File: src/rtl/adc_hostif_pkg.sv
package adc_hostif_pkg;

   // bit positions inside the six-bit control data field
   localparam int CR0_START_BIT  = 5;
   localparam int CR0_STATUS_BIT = 4;
   localparam int CR0_CLKSRC_BIT = 3;
   localparam int CR0_PDOWN_BIT  = 2;
   localparam int CR1_OSC_BIT    = 4;
   localparam int CR1_FMT_BIT    = 1;
   localparam int CFG_MIN_FIELD  = 6;

   typedef struct packed {
      logic start_sw;
      logic status_eoc;
      logic clk_ext;
      logic pwr_down;
      logic osc_fast;
      logic code_twos;
   } cfg_fields_t;

endpackage

File: src/rtl/strobe_edges.sv
module strobe_edges #(
   parameter int NUM_STROBES = 2
) (
   input  logic                   clk,
   input  logic                   rst_n,
   input  logic [NUM_STROBES-1:0] strb_n,
   output logic [NUM_STROBES-1:0] rise,
   output logic [NUM_STROBES-1:0] fall
);

   initial begin
      assert (NUM_STROBES >= 1) else $error("strobe_edges: NUM_STROBES must be at least 1");
   end

   for (genvar s = 0; s < NUM_STROBES; s++) begin : g_strobe
      logic prev_q;

      always_ff @(posedge clk or negedge rst_n) begin
         if (!rst_n) prev_q <= 1'b1;
         else        prev_q <= strb_n[s];
      end

      assign rise[s] = ~prev_q &  strb_n[s];
      assign fall[s] =  prev_q & ~strb_n[s];
   end

endmodule

File: src/rtl/cfg_regfile.sv
module cfg_regfile #(
   parameter int DATA_W   = 8,
   parameter int ADDR_W   = 2,
   parameter int NUM_REGS = 2,
   localparam int FIELD_W = DATA_W - ADDR_W
) (
   input  logic                             clk,
   input  logic                             rst_n,
   input  logic                             wr_en,
   input  logic                             dflt_load,
   input  logic [DATA_W-1:0]                wdata,
   output logic [NUM_REGS-1:0][FIELD_W-1:0] regs_q
);

   logic [ADDR_W-1:0]  waddr;
   logic [FIELD_W-1:0] wfield;

   assign waddr  = wdata[DATA_W-1 -: ADDR_W];
   assign wfield = wdata[FIELD_W-1:0];

   initial begin
      assert (DATA_W > ADDR_W) else $error("cfg_regfile: DATA_W must exceed ADDR_W");
      assert (NUM_REGS >= 1 && NUM_REGS <= (1 << ADDR_W))
         else $error("cfg_regfile: NUM_REGS does not fit the address field");
   end

   for (genvar r = 0; r < NUM_REGS; r++) begin : g_reg
      logic hit;
      assign hit = wr_en && (waddr == ADDR_W'(r));

      always_ff @(posedge clk or negedge rst_n) begin
         if (!rst_n)         regs_q[r] <= '0;
         else if (dflt_load) regs_q[r] <= '0;
         else if (hit)       regs_q[r] <= wfield;
      end

      AST_REG_CHANGE_CAUSE: assert property (@(posedge clk) disable iff (!rst_n)
         (regs_q[r] != $past(regs_q[r])) |-> $past(wr_en || dflt_load));
      AST_DFLT_CLEARS: assert property (@(posedge clk) disable iff (!rst_n)
         dflt_load |=> (regs_q[r] == '0));
   end

   AST_BAD_ADDR_DROPPED: assert property (@(posedge clk) disable iff (!rst_n)
      (wr_en && (int'(waddr) >= NUM_REGS)) |=> $stable(regs_q));

endmodule

File: src/rtl/result_port.sv
module result_port #(
   parameter int DATA_W   = 8,
   parameter bit SNAPSHOT = 1'b1
) (
   input  logic              clk,
   input  logic              rst_n,
   input  logic              conv_valid,
   input  logic [DATA_W-1:0] conv_code,
   input  logic              rd_start,
   input  logic              rd_hold,
   input  logic              twos,
   output logic [DATA_W-1:0] bus_out,
   output logic              bus_oe
);

   localparam logic [DATA_W-1:0] MSB_MASK = {1'b1, {(DATA_W-1){1'b0}}};

   logic [DATA_W-1:0] result_q;
   logic [DATA_W-1:0] src;
   logic              oe_q;

   initial begin
      assert (DATA_W >= 2) else $error("result_port: DATA_W must be at least 2");
   end

   always_ff @(posedge clk or negedge rst_n) begin
      if (!rst_n)          result_q <= '0;
      else if (conv_valid) result_q <= conv_code;
   end

   always_ff @(posedge clk or negedge rst_n) begin
      if (!rst_n) oe_q <= 1'b0;
      else        oe_q <= rd_hold & (oe_q | rd_start);
   end

   if (SNAPSHOT) begin : g_snap
      logic [DATA_W-1:0] snap_q;
      always_ff @(posedge clk or negedge rst_n) begin
         if (!rst_n)        snap_q <= '0;
         else if (rd_start) snap_q <= result_q;
      end
      assign src = snap_q;

      AST_READ_DATA_STABLE: assert property (@(posedge clk) disable iff (!rst_n)
         (bus_oe && $past(bus_oe) && $stable(twos)) |-> $stable(bus_out));
   end else begin : g_live
      assign src = result_q;
   end

   assign bus_oe  = oe_q;
   assign bus_out = oe_q ? (src ^ (twos ? MSB_MASK : '0)) : '0;

   AST_OE_ONLY_IN_READ: assert property (@(posedge clk) disable iff (!rst_n)
      bus_oe |-> $past(rd_hold));
   AST_OE_OPENS_ON_EDGE: assert property (@(posedge clk) disable iff (!rst_n)
      $rose(bus_oe) |-> $past(rd_start));

endmodule

File: src/rtl/adc_host_regs.sv
module adc_host_regs
   import adc_hostif_pkg::*;
#(
   parameter int DATA_W   = 8,
   parameter int ADDR_W   = 2,
   parameter int NUM_REGS = 2,
   parameter bit SNAPSHOT = 1'b1
) (
   input  logic              clk,
   input  logic              rst_n,
   input  logic              cs_n,
   input  logic              wr_n,
   input  logic              rd_n,
   input  logic [DATA_W-1:0] bus_in,
   input  logic              conv_valid,
   input  logic [DATA_W-1:0] conv_code,
   output logic [DATA_W-1:0] bus_out,
   output logic              bus_oe,
   output logic              start_sw,
   output logic              status_eoc,
   output logic              clk_ext,
   output logic              pwr_down,
   output logic              osc_fast,
   output logic              code_twos
);

   localparam int FIELD_W = DATA_W - ADDR_W;
   localparam int IDX_WR  = 0;
   localparam int IDX_RD  = 1;

   logic [1:0] strb_rise;
   logic [1:0] strb_fall;
   logic       wr_en;
   logic       dflt_load;
   logic       rd_start;
   logic       rd_hold;
   logic [NUM_REGS-1:0][FIELD_W-1:0] regs_q;
   cfg_fields_t cfg;

   initial begin
      assert (NUM_REGS >= 2) else $error("adc_host_regs: two control registers are required");
      assert (FIELD_W >= CFG_MIN_FIELD) else $error("adc_host_regs: control field too narrow");
   end

   strobe_edges #(.NUM_STROBES(2)) i_edges (
      .clk   (clk),
      .rst_n (rst_n),
      .strb_n({rd_n, wr_n}),
      .rise  (strb_rise),
      .fall  (strb_fall)
   );

   assign wr_en     = strb_rise[IDX_WR] & ~cs_n;
   assign rd_start  = strb_fall[IDX_RD] & ~cs_n;
   assign dflt_load = rd_start & ~wr_n;
   assign rd_hold   = ~cs_n & ~rd_n;

   cfg_regfile #(
      .DATA_W  (DATA_W),
      .ADDR_W  (ADDR_W),
      .NUM_REGS(NUM_REGS)
   ) i_regs (
      .clk      (clk),
      .rst_n    (rst_n),
      .wr_en    (wr_en),
      .dflt_load(dflt_load),
      .wdata    (bus_in),
      .regs_q   (regs_q)
   );

   always_comb begin
      cfg.start_sw   = regs_q[0][CR0_START_BIT];
      cfg.status_eoc = regs_q[0][CR0_STATUS_BIT];
      cfg.clk_ext    = regs_q[0][CR0_CLKSRC_BIT];
      cfg.pwr_down   = regs_q[0][CR0_PDOWN_BIT];
      cfg.osc_fast   = regs_q[1][CR1_OSC_BIT];
      cfg.code_twos  = regs_q[1][CR1_FMT_BIT];
   end

   assign start_sw   = cfg.start_sw;
   assign status_eoc = cfg.status_eoc;
   assign clk_ext    = cfg.clk_ext;
   assign pwr_down   = cfg.pwr_down;
   assign osc_fast   = cfg.osc_fast;
   assign code_twos  = cfg.code_twos;

   logic unused_bits;
   assign unused_bits = ^{regs_q, strb_rise[IDX_RD], strb_fall[IDX_WR]};

   result_port #(
      .DATA_W  (DATA_W),
      .SNAPSHOT(SNAPSHOT)
   ) i_result (
      .clk       (clk),
      .rst_n     (rst_n),
      .conv_valid(conv_valid),
      .conv_code (conv_code),
      .rd_start  (rd_start),
      .rd_hold   (rd_hold),
      .twos      (cfg.code_twos),
      .bus_out   (bus_out),
      .bus_oe    (bus_oe)
   );

   AST_WR_LOW_HOLDS_CFG: assert property (@(posedge clk) disable iff (!rst_n)
      (!wr_n && $past(!wr_n) && !$past(dflt_load)) |-> $stable(cfg));
   AST_CFG_NEEDS_CS: assert property (@(posedge clk) disable iff (!rst_n)
      (cfg != $past(cfg)) |-> $past(!cs_n));

endmodule

File: config.mk
export PLATFORM = sky130hd
export DESIGN_NAME = adc_host_regs
export DESIGN_NICKNAME = d
export VERILOG_FILES = /design/src/rtl/adc_hostif_pkg.sv /design/src/rtl/strobe_edges.sv /design/src/rtl/cfg_regfile.sv /design/src/rtl/result_port.sv /design/src/rtl/adc_host_regs.sv
export SDC_FILE = /design/constraint.sdc
export NUM_CORES = 1
export LEC_CHECK = 0
export BUFFER_PORTS_ARGS = -buffer_cell sky130_fd_sc_hd__buf_2
export CORE_MARGIN = 3
export CORE_UTILIZATION = 35
export DETAILED_ROUTE_END_ITERATION = 7
export GPL_TIMING_DRIVEN = 0
export PLACE_DENSITY = 0.62
export SYNTH_ARGS = -nofsm -noshare
export SYNTH_HDL_FRONTEND = slang
export SYNTH_SLANG_ARGS = --single-unit
File: constraint.sdc
create_clock -name clk -period 1.64 [get_ports clk]
set_input_delay 0.082 -clock clk [delete_from_list [all_inputs] [get_ports clk]]
set_output_delay 0.082 -clock clk [all_outputs]
set_load 0.01 [all_outputs]
==> metrics <==
port buffer count=34; Rows=19; post-route insts no fill=between 150 and 200; Max VDD drop=between 0.5 and 0.6 mV; # IOs=37; Fmax=roughly 680 MHz; Setup crit start kind=flop; sequential fraction of the synthesis area=between 60% and 70%; drt wl/cell=13.14 um; Yosys cell types=20; Buf+Inv Stages, Crit Path=0; Setup Buffers After CTS=0; footprint of the multi-input gates=between 300 and 400 um2; register area=around 630 um2; power per cell area=891.6 mW/mm2; Synth area leader=dfrtp_1; initial antenna violation count=0; Crit-path slowest cell=dfstp_2; FF+latch count, synth=25; fraction of layout cells with a size suffix above 1=46.77%; max_slew headroom=approximately 64%; Clock transition at path regs=about 0.13 ns; Global Route Usage Sum=between 10% and 20%; Post-synth top flop=dfrtp_1; worst endpoint required time=~1.8 ns; largest net degree at the start of global routing=26; Setup CP Type=flop to flop; gp weighted congestion=0.6989; drt first pass iters=4; Post-Route Skew=~0.0038 ns; first-pass GRT wire length=about 3500 um; synth-to-layout area growth=34.18%; unrepaired setup endpoints after global routing=no; Vias/cell=4.735; CTS tree=done; number of synthesized flops with an enable pin=0; top cells by area, synth=dfrtp_1 56%, mux2_2 18%, dfstp_2 5.1%; Mean Syn Cell Area=13.71 um2; DRC viols=0; Tcrit/Tclk final=~90%; max-slew violation count=0; commonest non-fill, non-tap cell in the layout=buf_2; die width=60.21 um; syn_nets=97; Setup Total Neg Slack=0 ns; Gate Count Post-Synth=75; Max-Cap Viols=0; final WL=just over 2000 um; ANT nets after route=0; CP arrival=around 1.7 ns; CTS H-Tree Depth=1; yosys warns=0; most frequent cells in the layout=35 x buf_2, 23 x dfrtp_1, 16 x mux2_2; CTS buffer count=3; DP HPWL=between 1000 and 1500 um; fin crit period=~1.5 ns; filler instances=255; Clock Latency Late Sink=0.30 ns; remaining global-route overflow=0; Slew @ Worst Pin=~0.54 ns; HP Class=input port to flop; Post-synth ARST share=100.0%; CTS root buffer=clkbuf_4; Final nets=about 150; CP Max Fanout=8; outcome=complete, no violations; cells along the critical path=nor3b_4 > mux2_2; die area=between 0.003 and 0.004 mm2; Critical Path Max Stage Delay=0.56 ns; Initial Util=between 30 and 40%; cell leakage power=0.6750 nW; Placed Cells=140; fin area=about 0.0014 mm2; Ant. Diodes=0; core area=around 0.0028 mm2; post-synth top area share=55.96%; post-synthesis cell area=0.001028 mm2; vias=~730; cell family with most CP delay=flip-flops; Detailed Route Iter0 Violations=21; Placed Area=approximately 0.0012 mm2; vias in the first global route=760; setup violators final=0; Die Ht=about 60 um; hold violation total from the final report=0; CTS max path bufs=2; CP endpoint kind=flop; Sink Count=25
-- layout make-up --
type,count,share of cell area (%)
Sequential cell,25,45.51
Multi-Input combinational cell,47,28.56
Timing Repair Buffer,45,20.31
Tap cell,31,2.811
Clock buffer,4,1.904
Buffer,2,0.6346
Inverter,1,0.2720
-- worst register-to-register path, stage by stage, from the launching register on --
cell and delay (ns):
dfstp_2 0.56, nor3b_4 0.43, mux2_2 0.39
-- logic make-up after synthesis --
group | share of synthesized area, %
xor gates and xnor gates | 0.8517
muxes | 19.46
buffers and inverters | 1.215
AOI/OAI and AO/OA | 2.311
DFF | 61.07
and+or+nand+nor | 15.08
-- synth_stat cells, drive strengths merged (2+ instances only) --
| library cell | number |
|---|---|
| dfstp | 2 |
| o21ai | 3 |
| nand2 | 6 |
| dfrtp | 23 |
| mux2i | 2 |
| nand3b | 3 |
| mux2 | 16 |
| and2 | 8 |
-- per-layer routing --
layer / vias up / wire length [um] / GRT usage (%)
li1: 354 / - / -
met1: 366 / 842 / 16.37
met2: 12 / 1116 / 21.45
met3: 2 / 62 / 1.944
met4: 0 / 16 / 6.646
met5: - / 0 / 0
-- per-stage QoR --
stage	hold WS (ns)	util, %	total power [mW]	setup slack [ns]
2_1_floorplan	-0.2136	-	0.8699	0.2199
3_3_place_gp	0.09113	44.49	0.9535	0.02660
3_5_place_dp	0.1005	44.49	0.9667	0.01605
4_1_cts	0.001645	49.39	1.252	0.001279
5_1_grt	0.00003095	49.62	1.310	0.006011
6_report	0.01249	49.62	1.230	0.1592
-- state kept, by name, summed over array words and instances (netlist names) --
| register | cells |
|---|---|
| i_result.g_snap.snap_q | 8 |
| i_regs.regs_q | 6 |
| i_result.bus_oe | 1 |
| i_result.result_q | 8 |
| i_edges.g_strobe.prev_q | 2 |
-- worst paths after layout --
check	startpoint	endpoint	slack [ns]	depth (start not counted)
max	i_edges.g_strobe[1].prev_q	i_result.g_snap.snap_q[7]	0.16	2
max reg2reg	i_edges.g_strobe[1].prev_q	i_result.g_snap.snap_q[7]	0.16	2
max in group asynchronous	rst_n	i_edges.g_strobe[1].prev_q	0.99	2
min	conv_code[1]	i_result.result_q[1]	0.01	2
min in group asynchronous	rst_n	i_result.g_snap.snap_q[2]	0.29	2
min reg2reg	i_result.g_snap.snap_q[3]	i_result.g_snap.snap_q[3]	0.51	1
-- power by group --
part           total [mW]  switching (mW)  internal (mW)
registers           0.751          0.0451          0.705
clock network       0.261           0.166         0.0948
logic               0.219          0.0888          0.130
-- timing repair --
item                                    CTS  global route
endpoints found under the hold margin    33             0
gates resized for setup                   0             1
hold buffers                             11             0
endpoints found under the setup margin    0             8
(Power assumes the default switching activity.)
